--- config.mk ---
export PLATFORM = sky130hd
export DESIGN_NAME = ratio_wire_rx
export DESIGN_NICKNAME = d
export VERILOG_FILES = /design/src/rtl/ratio_wire_pkg.sv /design/src/rtl/ratio_wire_phase.sv /design/src/rtl/ratio_wire_judge.sv /design/src/rtl/ratio_wire_frame.sv /design/src/rtl/ratio_wire_ack.sv /design/src/rtl/ratio_wire_rx.sv
export SDC_FILE = /design/constraint.sdc
export NUM_CORES = 1
export LEC_CHECK = 0
export BUFFER_PORTS_ARGS = -buffer_cell sky130_fd_sc_hd__buf_2
export CAP_MARGIN = 30
export CORE_ASPECT_RATIO = 0.7
export CORE_MARGIN = 3
export CORE_UTILIZATION = 55
export DETAILED_ROUTE_END_ITERATION = 7
export PLACE_DENSITY = 0.82
export SLEW_MARGIN = 20
export SYNTH_ARGS = -nofsm -noshare
export SYNTH_HDL_FRONTEND = slang
export SYNTH_SLANG_ARGS = --single-unit
--- constraint.sdc ---
create_clock -name clk -period 3.3 [get_ports clk]
set_clock_uncertainty 0.1 [all_clocks]
set_input_delay 0.33 -clock clk [delete_from_list [all_inputs] [get_ports clk]]
set_output_delay 0.33 -clock clk [all_outputs]
set_load 0.01 [all_outputs]
--- src/rtl/ratio_wire_pkg.sv ---
package ratio_wire_pkg;

   typedef enum logic [1:0] {
      FR_IDLE,
      FR_ADDR,
      FR_DATA,
      FR_ACK
   } frame_state_e;

   typedef enum logic [1:0] {
      AK_OFF,
      AK_WAIT,
      AK_PULL
   } ack_state_e;

   typedef struct packed {
      logic is_one;
      logic is_zero;
   } bit_verdict_t;

   localparam int BYTE_W = 8;

endpackage

--- src/rtl/ratio_wire_phase.sv ---
module ratio_wire_phase #(
   parameter int CNT_W = 16
) (
   input  logic             clk,
   input  logic             rst_n,
   input  logic             line_i,
   output logic             fall_o,
   output logic [CNT_W-1:0] low_cnt_o,
   output logic [CNT_W-1:0] high_cnt_o
);

   localparam logic [CNT_W-1:0] CNT_MAX = '1;
   localparam logic [CNT_W-1:0] CNT_ONE = CNT_W'(1);

   logic             prev_q;
   logic             rise;
   logic [CNT_W-1:0] low_q;
   logic [CNT_W-1:0] high_q;

   assign fall_o     = prev_q & ~line_i;
   assign rise       = ~prev_q & line_i;
   assign low_cnt_o  = low_q;
   assign high_cnt_o = high_q;

   always_ff @(posedge clk) begin
      if (!rst_n) begin
         prev_q <= 1'b0;
         low_q  <= '0;
         high_q <= '0;
      end else begin
         prev_q <= line_i;
         if (!line_i) begin
            if (fall_o)
               low_q <= CNT_ONE;
            else if (low_q != CNT_MAX)
               low_q <= low_q + CNT_ONE;
         end else begin
            if (rise)
               high_q <= CNT_ONE;
            else if (high_q != CNT_MAX)
               high_q <= high_q + CNT_ONE;
         end
      end
   end

   // the low-phase counter holds at its ceiling instead of wrapping
   p_low_sat_r9: assert property (@(posedge clk) disable iff (!rst_n)
      (!line_i && prev_q == 1'b0 && low_q == CNT_MAX) |=> (low_q == CNT_MAX));

   // the high-phase counter holds at its ceiling instead of wrapping
   p_high_sat_r9: assert property (@(posedge clk) disable iff (!rst_n)
      (line_i && prev_q == 1'b1 && high_q == CNT_MAX) |=> (high_q == CNT_MAX));

endmodule

--- src/rtl/ratio_wire_judge.sv ---
module ratio_wire_judge
   import ratio_wire_pkg::*;
#(
   parameter int CNT_W       = 16,
   parameter int MARGIN_LOG2 = 1
) (
   input  logic [CNT_W-1:0] low_i,
   input  logic [CNT_W-1:0] high_i,
   output bit_verdict_t     verdict_o
);

   localparam int EXT_W = CNT_W + MARGIN_LOG2;

   logic [EXT_W-1:0] low_ext;
   logic [EXT_W-1:0] high_ext;
   logic [EXT_W-1:0] low_scaled;
   logic [EXT_W-1:0] high_scaled;

   generate
      if (MARGIN_LOG2 < 1 || MARGIN_LOG2 > 3) begin : g_bad_margin
         $error("ratio_wire_judge: MARGIN_LOG2 must lie in 1..3");
      end
   endgenerate

   always_comb begin
      low_ext     = EXT_W'(low_i);
      high_ext    = EXT_W'(high_i);
      low_scaled  = low_ext << MARGIN_LOG2;
      high_scaled = high_ext << MARGIN_LOG2;
      verdict_o.is_one  = (low_i != '0) && (high_ext >= low_scaled);
      verdict_o.is_zero = (high_i != '0) && (low_ext >= high_scaled);
   end

endmodule

--- src/rtl/ratio_wire_frame.sv ---
module ratio_wire_frame
   import ratio_wire_pkg::*;
#(
   parameter int          CNT_W        = 16,
   parameter int          CODE_W       = 5,
   parameter logic [7:0]  DEV_ADDR     = 8'h72,
   parameter int          START_CYC    = 8,
   parameter int          EOS_CYC      = 2400,
   parameter int          LOW_MAX_CYC  = 12000,
   parameter int          GAP_MAX_CYC  = 16000,
   parameter int          DEFAULT_CODE = 31,
   parameter bit          ACK_EN       = 1'b1
) (
   input  logic              clk,
   input  logic              rst_n,
   input  logic              line_i,
   input  logic              fall_i,
   input  logic [CNT_W-1:0]  low_cnt_i,
   input  logic [CNT_W-1:0]  high_cnt_i,
   input  bit_verdict_t      verdict_i,
   input  logic              ack_done_i,
   output logic [CODE_W-1:0] code_o,
   output logic              frame_stb_o,
   output logic              ack_req_o,
   output logic              in_ack_o
);

   localparam int              SEL_W    = BYTE_W - 1 - CODE_W;
   localparam int              BCNT_W   = $clog2(BYTE_W + 1);
   localparam logic [BCNT_W-1:0] BCNT_FULL = BCNT_W'(BYTE_W);
   localparam logic [BCNT_W-1:0] BCNT_ONE  = BCNT_W'(1);
   localparam logic [CNT_W-1:0] START_L  = CNT_W'(START_CYC);
   localparam logic [CNT_W-1:0] EOS_L    = CNT_W'(EOS_CYC);
   localparam logic [CNT_W-1:0] LOWMAX_L = CNT_W'(LOW_MAX_CYC);
   localparam logic [CNT_W-1:0] GAP_L    = CNT_W'(GAP_MAX_CYC);

   frame_state_e      st_q, st_d;
   logic [BCNT_W-1:0] cnt_q, cnt_d;
   logic [BYTE_W-1:0] sh_q, sh_d;
   logic [CODE_W-1:0] code_q, code_d;
   logic              stb_q, stb_d;
   logic              areq_q, areq_d;

   logic              eos_evt;
   logic              low_evt;
   logic              gap_evt;
   logic              bit_ok;
   logic              bit_val;
   logic [BYTE_W-1:0] byte_full;
   logic [SEL_W-1:0]  sel_bits;

   generate
      if (SEL_W < 1) begin : g_bad_code_w
         $error("ratio_wire_frame: CODE_W leaves no select bits");
      end
   endgenerate

   assign eos_evt   = line_i && (high_cnt_i == EOS_L);
   assign low_evt   = !line_i && (low_cnt_i == LOWMAX_L);
   assign gap_evt   = line_i && (high_cnt_i == GAP_L);
   assign bit_ok    = verdict_i.is_one | verdict_i.is_zero;
   assign bit_val   = verdict_i.is_one;
   assign byte_full = {sh_q[BYTE_W-2:0], bit_val};
   assign sel_bits  = byte_full[BYTE_W-2 -: SEL_W];

   always_comb begin
      st_d   = st_q;
      cnt_d  = cnt_q;
      sh_d   = sh_q;
      code_d = code_q;
      stb_d  = 1'b0;
      areq_d = 1'b0;
      unique case (st_q)
         FR_IDLE: begin
            if (fall_i && (high_cnt_i >= START_L)) begin
               st_d  = FR_ADDR;
               cnt_d = BCNT_ONE;
            end
         end
         FR_ADDR, FR_DATA: begin
            if (low_evt) begin
               st_d = FR_IDLE;
            end else if (fall_i) begin
               if (cnt_q == '0) begin
                  cnt_d = BCNT_ONE;
               end else if (cnt_q == BCNT_FULL || !bit_ok) begin
                  st_d = FR_IDLE;
               end else begin
                  sh_d  = byte_full;
                  cnt_d = cnt_q + BCNT_ONE;
               end
            end else if (eos_evt && cnt_q != '0) begin
               if (cnt_q != BCNT_FULL || !bit_ok) begin
                  st_d = FR_IDLE;
               end else if (st_q == FR_ADDR) begin
                  if (byte_full == DEV_ADDR) begin
                     st_d  = FR_DATA;
                     cnt_d = '0;
                  end else begin
                     st_d = FR_IDLE;
                  end
               end else if (sel_bits == '0) begin
                  code_d = byte_full[CODE_W-1:0];
                  stb_d  = 1'b1;
                  if (ACK_EN && byte_full[BYTE_W-1]) begin
                     areq_d = 1'b1;
                     st_d   = FR_ACK;
                  end else begin
                     st_d = FR_IDLE;
                  end
               end else begin
                  st_d = FR_IDLE;
               end
            end else if (gap_evt && cnt_q == '0) begin
               st_d = FR_IDLE;
            end
         end
         FR_ACK: begin
            if (ack_done_i)
               st_d = FR_IDLE;
         end
         default: st_d = FR_IDLE;
      endcase
   end

   always_ff @(posedge clk) begin
      if (!rst_n) begin
         st_q   <= FR_IDLE;
         cnt_q  <= '0;
         sh_q   <= '0;
         code_q <= CODE_W'(DEFAULT_CODE);
         stb_q  <= 1'b0;
         areq_q <= 1'b0;
      end else begin
         st_q   <= st_d;
         cnt_q  <= cnt_d;
         sh_q   <= sh_d;
         code_q <= code_d;
         stb_q  <= stb_d;
         areq_q <= areq_d;
      end
   end

   assign code_o      = code_q;
   assign frame_stb_o = stb_q;
   assign ack_req_o   = areq_q;
   assign in_ack_o    = (st_q == FR_ACK);

   // the accept strobe lasts a single cycle
   p_stb_single_r7: assert property (@(posedge clk) disable iff (!rst_n)
      stb_q |=> !stb_q);

   // the stored code moves only together with an accept strobe
   p_code_hold_r3: assert property (@(posedge clk) disable iff (!rst_n)
      !stb_d |=> $stable(code_q));

   // never more than one byte's worth of bits counted
   p_bitcnt_r5: assert property (@(posedge clk) disable iff (!rst_n)
      cnt_q <= BCNT_FULL);

endmodule

--- src/rtl/ratio_wire_ack.sv ---
module ratio_wire_ack
   import ratio_wire_pkg::*;
#(
   parameter int CNT_W   = 16,
   parameter int ACK_DLY = 8,
   parameter int ACK_LEN = 2048
) (
   input  logic           clk,
   input  logic           rst_n,
   input  logic           req_i,
   input  logic [CNT_W:0] elapsed_i,
   output logic           pull_o,
   output logic           done_o
);

   localparam int            W     = CNT_W + 1;
   localparam logic [W-1:0]  DLY_L = W'(ACK_DLY);
   localparam logic [W-1:0]  LEN_L = W'(ACK_LEN - 1);
   localparam logic [W-1:0]  ONE_L = W'(1);
   localparam logic [W-1:0]  MAX_L = '1;

   ack_state_e   st_q;
   logic [W-1:0] cnt_q;
   logic         done_q;

   always_ff @(posedge clk) begin
      if (!rst_n) begin
         st_q   <= AK_OFF;
         cnt_q  <= '0;
         done_q <= 1'b0;
      end else begin
         done_q <= 1'b0;
         unique case (st_q)
            AK_OFF: begin
               if (req_i) begin
                  st_q  <= AK_WAIT;
                  cnt_q <= elapsed_i;
               end
            end
            AK_WAIT: begin
               if (cnt_q >= DLY_L) begin
                  st_q  <= AK_PULL;
                  cnt_q <= '0;
               end else if (cnt_q != MAX_L) begin
                  cnt_q <= cnt_q + ONE_L;
               end
            end
            AK_PULL: begin
               if (cnt_q == LEN_L) begin
                  st_q   <= AK_OFF;
                  cnt_q  <= '0;
                  done_q <= 1'b1;
               end else begin
                  cnt_q <= cnt_q + ONE_L;
               end
            end
            default: st_q <= AK_OFF;
         endcase
      end
   end

   assign pull_o = (st_q == AK_PULL);
   assign done_o = done_q;

   // the pull-down never outlasts its programmed length
   p_pull_len_r8: assert property (@(posedge clk) disable iff (!rst_n)
      pull_o |-> (cnt_q <= LEN_L));

endmodule

--- src/rtl/ratio_wire_rx.sv ---
module ratio_wire_rx
   import ratio_wire_pkg::*;
#(
   parameter int         CNT_W        = 16,
   parameter int         CODE_W       = 5,
   parameter logic [7:0] DEV_ADDR     = 8'h72,
   parameter int         MARGIN_LOG2  = 1,
   parameter int         START_CYC    = 8,
   parameter int         EOS_CYC      = 2400,
   parameter int         LOW_MAX_CYC  = 12000,
   parameter int         GAP_MAX_CYC  = 16000,
   parameter int         ACK_DLY      = 8,
   parameter int         ACK_LEN      = 2048,
   parameter int         DEFAULT_CODE = 31,
   parameter bit         ACK_EN       = 1'b1
) (
   input  logic              clk,
   input  logic              rst_n,
   input  logic              line_i,
   output logic [CODE_W-1:0] code_o,
   output logic              frame_stb_o,
   output logic              ack_pull_o
);

   localparam longint CNT_CEIL = (64'd1 << CNT_W) - 1;

   logic             fall;
   logic [CNT_W-1:0] low_cnt;
   logic [CNT_W-1:0] high_cnt;
   logic [CNT_W:0]   elapsed;
   bit_verdict_t     verdict;
   logic             ack_req;
   logic             ack_done;
   logic             in_ack;

   generate
      if (EOS_CYC <= START_CYC) begin : g_bad_eos
         $error("ratio_wire_rx: EOS_CYC must exceed START_CYC");
      end
      if (GAP_MAX_CYC <= EOS_CYC || longint'(GAP_MAX_CYC) >= CNT_CEIL) begin : g_bad_gap
         $error("ratio_wire_rx: GAP_MAX_CYC must lie above EOS_CYC and below the counter ceiling");
      end
      if (longint'(LOW_MAX_CYC) >= CNT_CEIL || LOW_MAX_CYC <= 2 * EOS_CYC) begin : g_bad_low
         $error("ratio_wire_rx: LOW_MAX_CYC must exceed twice EOS_CYC and stay below the ceiling");
      end
      if (ACK_LEN < 1 || DEFAULT_CODE >= (1 << CODE_W)) begin : g_bad_misc
         $error("ratio_wire_rx: ACK_LEN or DEFAULT_CODE out of range");
      end
   endgenerate

   ratio_wire_phase #(
      .CNT_W (CNT_W)
   ) u_phase (
      .clk        (clk),
      .rst_n      (rst_n),
      .line_i     (line_i),
      .fall_o     (fall),
      .low_cnt_o  (low_cnt),
      .high_cnt_o (high_cnt)
   );

   ratio_wire_judge #(
      .CNT_W       (CNT_W),
      .MARGIN_LOG2 (MARGIN_LOG2)
   ) u_judge (
      .low_i     (low_cnt),
      .high_i    (high_cnt),
      .verdict_o (verdict)
   );

   ratio_wire_frame #(
      .CNT_W        (CNT_W),
      .CODE_W       (CODE_W),
      .DEV_ADDR     (DEV_ADDR),
      .START_CYC    (START_CYC),
      .EOS_CYC      (EOS_CYC),
      .LOW_MAX_CYC  (LOW_MAX_CYC),
      .GAP_MAX_CYC  (GAP_MAX_CYC),
      .DEFAULT_CODE (DEFAULT_CODE),
      .ACK_EN       (ACK_EN)
   ) u_frame (
      .clk         (clk),
      .rst_n       (rst_n),
      .line_i      (line_i),
      .fall_i      (fall),
      .low_cnt_i   (low_cnt),
      .high_cnt_i  (high_cnt),
      .verdict_i   (verdict),
      .ack_done_i  (ack_done),
      .code_o      (code_o),
      .frame_stb_o (frame_stb_o),
      .ack_req_o   (ack_req),
      .in_ack_o    (in_ack)
   );

   assign elapsed = {1'b0, low_cnt} + {1'b0, high_cnt};

   generate
      if (ACK_EN) begin : g_ack
         ratio_wire_ack #(
            .CNT_W   (CNT_W),
            .ACK_DLY (ACK_DLY),
            .ACK_LEN (ACK_LEN)
         ) u_ack (
            .clk       (clk),
            .rst_n     (rst_n),
            .req_i     (ack_req),
            .elapsed_i (elapsed),
            .pull_o    (ack_pull_o),
            .done_o    (ack_done)
         );
      end else begin : g_no_ack
         assign ack_pull_o = 1'b0;
         assign ack_done   = 1'b1;
      end
   endgenerate

   // the pull-down only happens while the frame logic waits on an acknowledge
   p_pull_in_ack_r8: assert property (@(posedge clk) disable iff (!rst_n)
      ack_pull_o |-> in_ack);

   // no command is accepted while the acknowledge owns the line
   p_no_accept_in_ack_r7: assert property (@(posedge clk) disable iff (!rst_n)
      (in_ack && $past(in_ack)) |-> !frame_stb_o);

endmodule

Word level (Yosys, flattened, before mapping)
Cells that the tools add are included.
{"block": "op_classes", "n_lt_le_gt_ge": 4, "n_mux": 40, "bitwise": 15, "n_eq_ne": 30, "reduce_logical": 35, "addsub": 5}
{"op": "17-bit 2-to-1 mux", "n": 4}
{"op": "16-bit 2-to-1 mux", "n": 4}
{"op": "17-bit case mux with 3 select lines", "n": 1}
{"op": "4-bit 2-to-1 mux", "n": 9}
{"op": "16-bit by 17-bit >= comparator with 1-bit output", "n": 2}
{"op": "16-bit by 1-bit adder with 16-bit output, second input constant", "n": 2}
{"op": "16-bit by 14-bit equality test with 1-bit output, second input constant", "n": 2}
{"op": "2-bit 2-to-1 mux", "n": 16}
{"op": "16-bit != test, second input constant", "n": 2}
{"op": "16-bit nonzero test", "n": 2}
{"op": "16-bit by 16-bit adder with 17-bit output", "n": 1}
{"op": "17-bit by 1-bit adder with 17-bit output, second input constant", "n": 1}
{"op": "17-bit by 11-bit equality test with 1-bit output, second input constant", "n": 1}
{"op": "17-bit by 4-bit >= comparator with 1-bit output, second input constant", "n": 1}
{"op": "17-bit != test, second input constant", "n": 1}
{"op": "16-bit by 12-bit equality test with 1-bit output, second input constant", "n": 1}
{"op": "16-bit by 4-bit >= comparator with 1-bit output, second input constant", "n": 1}
{"op": "4-bit != test, second input constant", "n": 4}
{"op": "3-bit by 1-bit != test with 1-bit output, second input constant", "n": 4}
{"op": "1-bit NOT", "n": 12}
{"op": "2-bit case mux with 3 select lines", "n": 2}
{"op": "5-bit AND reduction", "n": 2}
{"op": "8-bit by 7-bit equality test with 1-bit output, second input constant", "n": 1}
{"op": "1-bit logical AND", "n": 8}
{"op": "26 further kinds", "n": 45}
{"block": "word_totals", "elab_cells": 141, "input_bits": 3, "output_inout_bits": 7, "regBits": 73}

Longest topological paths before layout
Gate-level depths: netlist of the first run.
{"block": "depth", "word_depth": 10, "mapped_depth": 14, "depth_no_buf": 14}

By module
From an unflattened synthesis of the first run, not the netlist that was laid out.
{"block": "hier_totals", "hier_cells": 803, "hier_area_um2": 6408.6}
{"module": "ratio_wire_phase", "seq_area_each_um2": 660.6, "area_each_um2": 1981.9, "cells_each": 258, "instances": 1}
{"module": "ratio_wire_ack", "seq_area_each_um2": 400.4, "area_each_um2": 1626.6, "cells_each": 192, "instances": 1}
{"module": "ratio_wire_frame", "seq_area_each_um2": 400.4, "area_each_um2": 1172.4, "cells_each": 137, "instances": 1}
{"module": "ratio_wire_judge", "seq_area_each_um2": 0.0, "area_each_um2": 828.3, "cells_each": 114, "instances": 1}
{"module": "ratio_wire_rx", "seq_area_each_um2": 0.0, "area_each_um2": 799.5, "cells_each": 102, "instances": 1}

Least setup slack after synthesis of the first run
OpenSTA, ideal clock, no wires.
{"block": "synth_timing", "path_type": "flip-flop to flip-flop", "start": "register g_ack.u_ack.cnt_q[0]", "end": "register g_ack.u_ack.cnt_q[13]", "stages_incl_launch_ff": 15, "setup_slack_ns": 0.451, "period_less_slack_ns": 2.849, "required_time_ns": 3.079, "setup_time_ns": 0.121, "arrival_time_ns": 2.628, "path_buffers": 0, "path_cell_list": "dfxtp_1 ha_1 nand3_1 nor4_1 and2_1 nand2_1 nor2_1 ha_1 inv_1 o41ai_2 nor2_1 mux2i_1 o21ai_0 nand2_1 o21ai_0"}
{"block": "synth_between", "elab_chain_len": 4, "elab_cells_between_ends": 10, "classes_between": "add/sub: 1; order compare: 1; eq/ne: 3; mux: 4; reduce/logical: 1"}
{"item": "start: declaration", "line_no": "ratio_wire_ack.sv:23", "text": "logic [W-1:0] cnt_q;"}
{"item": "start signal: assignment", "line_no": "ratio_wire_ack.sv:37", "text": "cnt_q <= elapsed_i;"}
{"item": "start signal: assignment", "line_no": "ratio_wire_ack.sv:45", "text": "cnt_q <= cnt_q + ONE_L;"}
{"item": "start signal: assignment", "line_no": "ratio_wire_ack.sv:54", "text": "cnt_q <= cnt_q + ONE_L;"}
{"item": "17-bit by 1-bit adder with 17-bit output", "line_no": "ratio_wire_ack.sv:45, ratio_wire_ack.sv:54"}
{"item": "17-bit 2-to-1 mux", "line_no": "ratio_wire_ack.sv:44", "text": "end else if (cnt_q != MAX_L) begin"}
{"item": "17-bit 2-to-1 mux", "line_no": "ratio_wire_ack.sv:41", "text": "if (cnt_q >= DLY_L) begin"}
{"item": "17-bit case mux with 3 select lines", "line_no": "ratio_wire_ack.sv:33", "text": "unique case (st_q)"}
Several ways; a longest one is shown, not always the timed one. The select of a mux whose other input is x is not followed.
A chain may end at the register's enable or synchronous reset.

Final worst setup path of the first run
{"block": "layout_timing", "start": "register u_phase.high_q[1] (netlist: u_phase.high_cnt_o[1])", "end": "register u_frame.code_q[3] (netlist: u_frame.code_o[3])"}
{"block": "layout_between", "elab_chain_len": 7, "elab_cells_between_ends": 13, "classes_between": "order compare: 2; eq/ne: 1; bitwise: 2; reduce/logical: 8"}
{"item": "start: declaration", "line_no": "ratio_wire_phase.sv:18", "text": "logic [CNT_W-1:0] high_q;"}
{"item": "start signal: assignment", "line_no": "ratio_wire_phase.sv:41", "text": "high_q <= high_q + CNT_ONE;"}
{"item": "16-bit by 17-bit >= comparator with 1-bit output, or another cell as far along", "line_no": "ratio_wire_judge.sv:30", "text": "verdict_o.is_one = (low_i != '0) && (high_ext >= low_scaled);"}
{"item": "1-bit logical AND, on equally long branches", "line_no": "ratio_wire_judge.sv:30, ratio_wire_judge.sv:31"}
{"item": "1-bit OR", "line_no": "ratio_wire_frame.sv:61", "text": "assign bit_ok = verdict_i.is_one | verdict_i.is_zero;"}
{"item": "1-bit logical NOT", "line_no": "ratio_wire_frame.sv:93", "text": "if (cnt_q != BCNT_FULL || !bit_ok) begin"}
{"item": "1-bit logical OR", "line_no": "ratio_wire_frame.sv:93"}
{"item": "1-bit NOT (no line)"}
{"item": "7-bit AND reduction (no line) (*)"}
{"item": "end signal: assignment", "line_no": "ratio_wire_frame.sv:131", "text": "code_q <= CODE_W'(DEFAULT_CODE);"}
{"item": "end signal: assignment", "line_no": "ratio_wire_frame.sv:138", "text": "code_q <= code_d;"}
{"item": "end: declaration", "line_no": "ratio_wire_frame.sv:40", "text": "logic [CODE_W-1:0] code_q, code_d;"}
Every way passes the cells marked *; elsewhere a longest branch is shown, timed or not.

==> flow_summary_export.csv, run 1 <==
group,metric,value,unit
finish,drive_above_1_share,0.0894,
synth,syn_inst,681,
power,ir_drop,0.287,mV
sta,relSlewSlack,0.549,
min_path,hp-class,"in2reg",
finish,final_area,6030,sq um
clock_network,cts_buffers,9,
finish,diodes,0,
worst_setup_path,critPathArrivalTime,3.24,ns
worst_setup_path,endpoint_kind,"flop",
synth,synth_area_leaders,"dfxtp_1 27%, ha_1 15%, nor2_1 5.8%",
global_routing,grt_start_max_net_pins,29,
clock_network,cts.clk_slew.worst_paths,0.06,ns
placement,globalplace.congestion,1.01,
synth,ys_seq_area_frac,0.267,
routing,drtIter0Drc,576,
die,pin_count,10,
worst_setup_path,crit_required,3.41,ns
sta,fin_crit_sh,0.948,
synth,synth_warnings,0,
worst_setup_path,critPathKind,"reg2reg",
die,die_h,89.5,microns
routing,routed_wl,14900,microns
synth,synth.avg_cell_area,8.05,sq um
worst_setup_path,crit_chain,"inv_1, ha_1, o21ai_0, a31oi_1, o31ai_1, a211o_1, nand2b_1, a211oi_4, buf_4, mux2i_1, nand2_1",
sta,setup_violations,0,
run,drv_cap,0,
routing,drcViolationCount,0,
clock_network,clk_latency,0.34,ns
global_routing,gr-total-overflow,0,
clock_network,cts_buffer_depth,2,
routing,ant_nets,0,
sta,hold_viol,0,
worst_setup_path,slowest_delay,0.46,ns
outcome,status,"completed",
synth,synth_cell_types,75,
synth,async_flop_share,0,
synth,synthesis.nets,750,
sta,tightest_slew,0.675,ns
synth,synth_ff_type,"dfxtp_1",
routing,drt-vias-per-instance,6.25,
worst_setup_path,critPathLaunchType,"flop",
finish,area_growth,10.0,%
synth,yosys_register_bits,73,
routing,firstDrtPassIters,5,
global_routing,track_usage,0.273,
placement,port_buffers,9,
sta,rsz0062_at_grt,"true",
synth,netlist.area_leader.share,0.267,
global_routing,grt_pass1_wl,24600,microns
global_routing,grt_pass1_vias,4809,
synth,synth-edff-count,0,
clock_network,root_buffer,"clkbuf_16",
routing,routedWlPerCell,18.0,microns
die,start_util,0.585,
synth,synth.top_cells.by_count,"85 x nor2_1, 73 x dfxtp_1, 65 x ha_1",
synth,yosysMostFrequentCell,"nor2_1",
finish,layout.nets,769,
clock_network,cts_num_sinks,73,
worst_setup_path,critPathSlowestCell,"dfxtp_1",
synth,synth_area,5480,sq um
sta,timing.final.ws_setup,0.171,ns
worst_setup_path,path_max_fanout,7,
die,core.rowCount,29,
placement,pre_cts_slack,0.150,ns
routing,routed-via-count,5185,
sta,fmax,320,MHz
placement,placed_area,5690,sq um
die,fp.dieW,125,microns
synth,synth.largest_area_cell,"dfxtp_1",
sta,slew_viol_final,0,
power,power.leakage,2.34,nW
clock_network,cts_tree,"built",
placement,dp_hpwl,11000,microns
die,placeableCoreArea,9360,sq um
sta,post-route-min-period,3.13,ns
power,p_per_area,379,nW/um^2
die,die-area,11200,sq um
global_routing,antenna_found_initial,0,
clock_network,cts_htree_levels,3,
## per-layer routing
metal | track usage | vias up | routed length, microns
met3 | 0.0543 | 38 | 1410
met4 | 0.0827 | 0 | 302
met5 | 0 | - | 0
met2 | 0.412 | 244 | 6130
li1 | - | 2484 | -
met1 | 0.397 | 2419 | 7060
## kinds of logic after synthesis
logic type,after synthesis,share of synthesized area
xor gates and xnor gates,41,0.0655
AOI/OAI and AO/OA,145,0.189
buffers and inverters,82,0.0607
DFF,73,0.267
and+or+nand+nor,258,0.237
adders and majority gates,66,0.152
muxes,16,0.0292
## repair_timing
item | 4_1_cts | 5_1_grt
gates resized for setup | 0 | 1
setup buffers | 0 | 3
setup endpoints to repair | 0 | 7
hold buffers | 0 | 0
## worst max-delay path: cells and delay by family (launching register included)
family          cells  cell delay (ns)
flops               1             0.46
fa+ha+maj           1             0.31
buf+inv             2             0.39
simple gates        2             0.39
mux                 1             0.19
compound gates      5             1.16
## placed cells by master (no fill, tap or decap), types with 13 or more instances in the layout
| master | n |
|---|---|
| mux2i_1 | 16 |
| a21oi_1 | 24 |
| nand2_1 | 51 |
| nand3_1 | 26 |
| o21ai_0 | 36 |
| inv_1 | 64 |
| ha_1 | 65 |
| xnor2_1 | 34 |
| buf_4 | 17 |
| dfxtp_1 | 73 |
| nor3_1 | 16 |
| nor4_1 | 13 |
| nor2_1 | 85 |
## registers in the layout, indices dropped and copies added (netlist names)
name and flops:
u_frame.code_o 5, u_phase.low_cnt_o 16, u_frame.ack_req_o 1, g_ack.u_ack.done_o 1, g_ack.u_ack.cnt_q 17, u_phase.high_cnt_o 16
u_frame.frame_stb_o 1, u_frame.st_q 2, u_frame.cnt_q 4, u_phase.prev_q 1, u_frame.sh_q 7, g_ack.u_ack.st_q 2
## where the power goes
part           total (mW)  switching (mW)  internal [mW]
Combinational       0.350           0.229          0.121
Sequential          0.932          0.0291          0.903
Clock                1.00           0.395          0.607
Total                2.28           0.653           1.63
## through the flow
step | instances | hold WS, ns | setup TNS, ns | power [mW] | util
CTS | 826 | 0.277 | 0 | 2.29 | 0.641
detailed placement | 810 | 0.370 | 0 | 1.29 | 0.608
floorplan | 681 | 0.365 | 0 | 1.19 | -
global route | 829 | 0.295 | -0.00415 | 2.37 | 0.644
global placement | 810 | 0.359 | 0 | 1.27 | 0.608
finish | 829 | 0.314 | 0 | 2.28 | 0.644
## cell type report
| type | count | area [sq um] |
|---|---|---|
| fill | 809 | 3330 |
| multi-input combinational | 526 | 3690 |
| clock buffer | 10 | 239 |
| clock inverter | 6 | 67.6 |
| tap | 124 | 155 |
| inverter | 64 | 240 |
| sequential | 73 | 1460 |
| timing repair buffer | 26 | 173 |
## final timing paths
check                                           from                             end  slack (ns)  depth (start not counted)
hold / removal                                line_i       u_phase.prev_q$_SDFF_PN0_        0.31                          3
setup reg to reg  u_phase.high_cnt_o[1]$_SDFFE_PN0P_  u_frame.code_o[3]$_SDFFE_PN1P_        0.17                         11
hold reg to reg       u_frame.code_o[4]$_SDFFE_PN1P_  u_frame.code_o[4]$_SDFFE_PN1P_        0.39                          2
setup / recovery  u_phase.high_cnt_o[1]$_SDFFE_PN0P_  u_frame.code_o[3]$_SDFFE_PN1P_        0.17                         11
Power figures use the tool's default switching activity.
==> run 2: changes to the inputs <==
Settings changed: PLACE_DENSITY 0.82 to 0.71.
==> run 2 against run 1 <==
Against the previous run:
- critical path depth fell by 1
- first-iteration DRC count fell by 27%
- sequential share of layout area fell by 0.10 points
- cell count fell by 0.24%
- wire length fell by 0.97%
- setup slack improved by 0.0093 ns
- die area did not move
- clock-buffer cell count rose by 2
- via count fell by 2.9%
- flip-flop and latch count did not move
- fmax rose by 0.30%
- critical path type unchanged
- critical endpoint is now u_frame.cnt_q[1]$_SDFFE_PN0P_
- largest power group unchanged
- highest routed layer unchanged
==> flow_summary_export.csv, run 2 (synthesis results as in run 1) <==
group,metric,value,unit
sta,post-route-min-period,3.12,ns
finish,final_common_cell,"nor2_1",
worst_setup_path,path_max_fanout,7,
die,core.rowCount,29,
finish,diodes,0,
clock_network,cts_buffer_depth,2,
routing,drtIter0Drc,422,
die,die-area,11200,sq um
placement,dp_hpwl,10900,microns
finish,filler_cell_count,801,
power,power,2.38,mW
run,drv_cap,0,
clock_network,cts_buffers,9,
placement,globalplace.congestion,0.964,
routing,routed-via-count,5035,
routing,routedWlPerCell,17.8,microns
clock_network,clk_latency,0.34,ns
sta,tightest_slew,0.618,ns
worst_setup_path,endpoint_kind,"flop",
placement,pre_cts_slack,0.196,ns
sta,rsz0062_at_grt,"false",
worst_setup_path,critPathKind,"reg2reg",
sta,fmax,320,MHz
die,start_util,0.585,
routing,top_layer,"met4",
power,power.leakage,2.35,nW
clock_network,cts_tree,"built",
finish,final_cell_count_no_fill,827,
routing,drt-vias-per-instance,6.09,
die,pin_count,10,
die,die_h,89.5,microns
global_routing,antenna_found_initial,0,
routing,wl_met1,7330,microns
finish,fin_util,0.647,
clock_network,cts_htree_levels,3,
routing,routed_wl,14800,microns
routing,ant_nets,0,
sta,fin_crit_sh,0.946,
placement,port_buffers,9,
global_routing,grt_pass1_wl,24000,microns
global_routing,grt_pass1_vias,4716,
clock_network,hold_buffers,0,
placement,placed_area,5690,sq um
min_path,hp-class,"in2reg",
global_routing,track_usage,0.268,
worst_setup_path,critPathLaunchType,"flop",
routing,drcViolationCount,0,
sta,slew_viol_final,0,
power,p_per_area,393,nW/um^2
sta,setup_violations,0,
finish,drive_above_1_share,0.0868,
clock_network,cts.clk_slew.worst_paths,0.06,ns
clock_network,root_buffer,"clkbuf_16",
routing,firstDrtPassIters,7,
finish,largest_reg_flops,17,
sta,hold_viol,0,
sta,holdWs,0.239,ns
finish,area_growth,10.6,%
die,placeableCoreArea,9360,sq um
global_routing,gr-total-overflow,0,
finish,layout.nets,767,
sta,relSlewSlack,0.584,
global_routing,grt_start_max_net_pins,29,
placement,placed_cells,810,
finish,final_area,6060,sq um
finish,top_register,"g_ack.u_ack.cnt_q",
sta,setup_tns,0,ns
sta,timing.final.ws_setup,0.180,ns
outcome,status,"completed",
clock_network,cts_num_sinks,73,
die,fp.dieW,125,microns
routing,route.met3.wl,909,microns
power,ir_drop,0.254,mV
routing,wl_met2,6190,microns
worst_setup_path,crit_required,3.47,ns
worst_setup_path,critPathArrivalTime,3.29,ns
finish,layout_common_cells,"85 x nor2_1, 72 x dfxtp_1, 65 x ha_1",
==> run 2: cell types whose count changed in the layout (fill, tap and decap cells not counted), sizes merged <==
cell	before	now
clkinv	3	0
bufinv	1	2
clkbuf	10	12
buf	26	24
==> run 2: repair_timing <==
action / in CTS / in global routing
setup endpoints to repair: 0 / 6
gates resized for setup: 0 / 3
buffers inserted: 0 / 1
==> run 2: worst max-delay path: stages (launching register included) <==
cell      delay (ns)
dfxtp_1         0.45
inv_1           0.18
ha_1            0.32
o21ai_0         0.09
a31oi_1         0.27
o31ai_1         0.16
a211o_1         0.31
nand2b_1        0.35
nor4_1          0.36
o211a_1         0.27
mux2i_1         0.19
==> run 2: path summary, 6_finish.rpt <==
| kind | from | end | slack (ns) | depth (start not counted) |
|---|---|---|---|---|
| max | u_phase.high_cnt_o[1]$_SDFFE_PN0P_ | u_frame.cnt_q[1]$_SDFFE_PN0P_ | 0.18 | 10 |
| min | rst_n | g_ack.u_ack.cnt_q[10]$_SDFFE_PN0P_ | 0.24 | 2 |
| min reg2reg | u_frame.code_o[1]$_SDFFE_PN1P_ | u_frame.code_o[1]$_SDFFE_PN1P_ | 0.38 | 2 |
| max reg2reg | u_phase.high_cnt_o[1]$_SDFFE_PN0P_ | u_frame.cnt_q[1]$_SDFFE_PN0P_ | 0.18 | 10 |
==> run 2: layout make-up <==
class / instances / area [sq um] / area share
multi-input cells: 526 / 3700 / 0.611
flip-flops and latches: 73 / 1460 / 0.241
clock buffers: 12 / 256 / 0.0423
inverters: 64 / 240 / 0.0396
repair buffers: 24 / 170 / 0.0281
well taps: 124 / 155 / 0.0256
clock inverters: 4 / 75.1 / 0.0124
==> run 2: routing by layer <==
metal,vias to the layer above,track usage
li1,2467,-
met1,2376,0.383
met2,161,0.406
met3,31,0.0507
met4,0,0.0974
met5,-,0
==> run 2: power by group <==
group	switching (mW)	internal [mW]
clock	0.391	0.704
sequential	0.0284	0.904
combinational	0.228	0.125
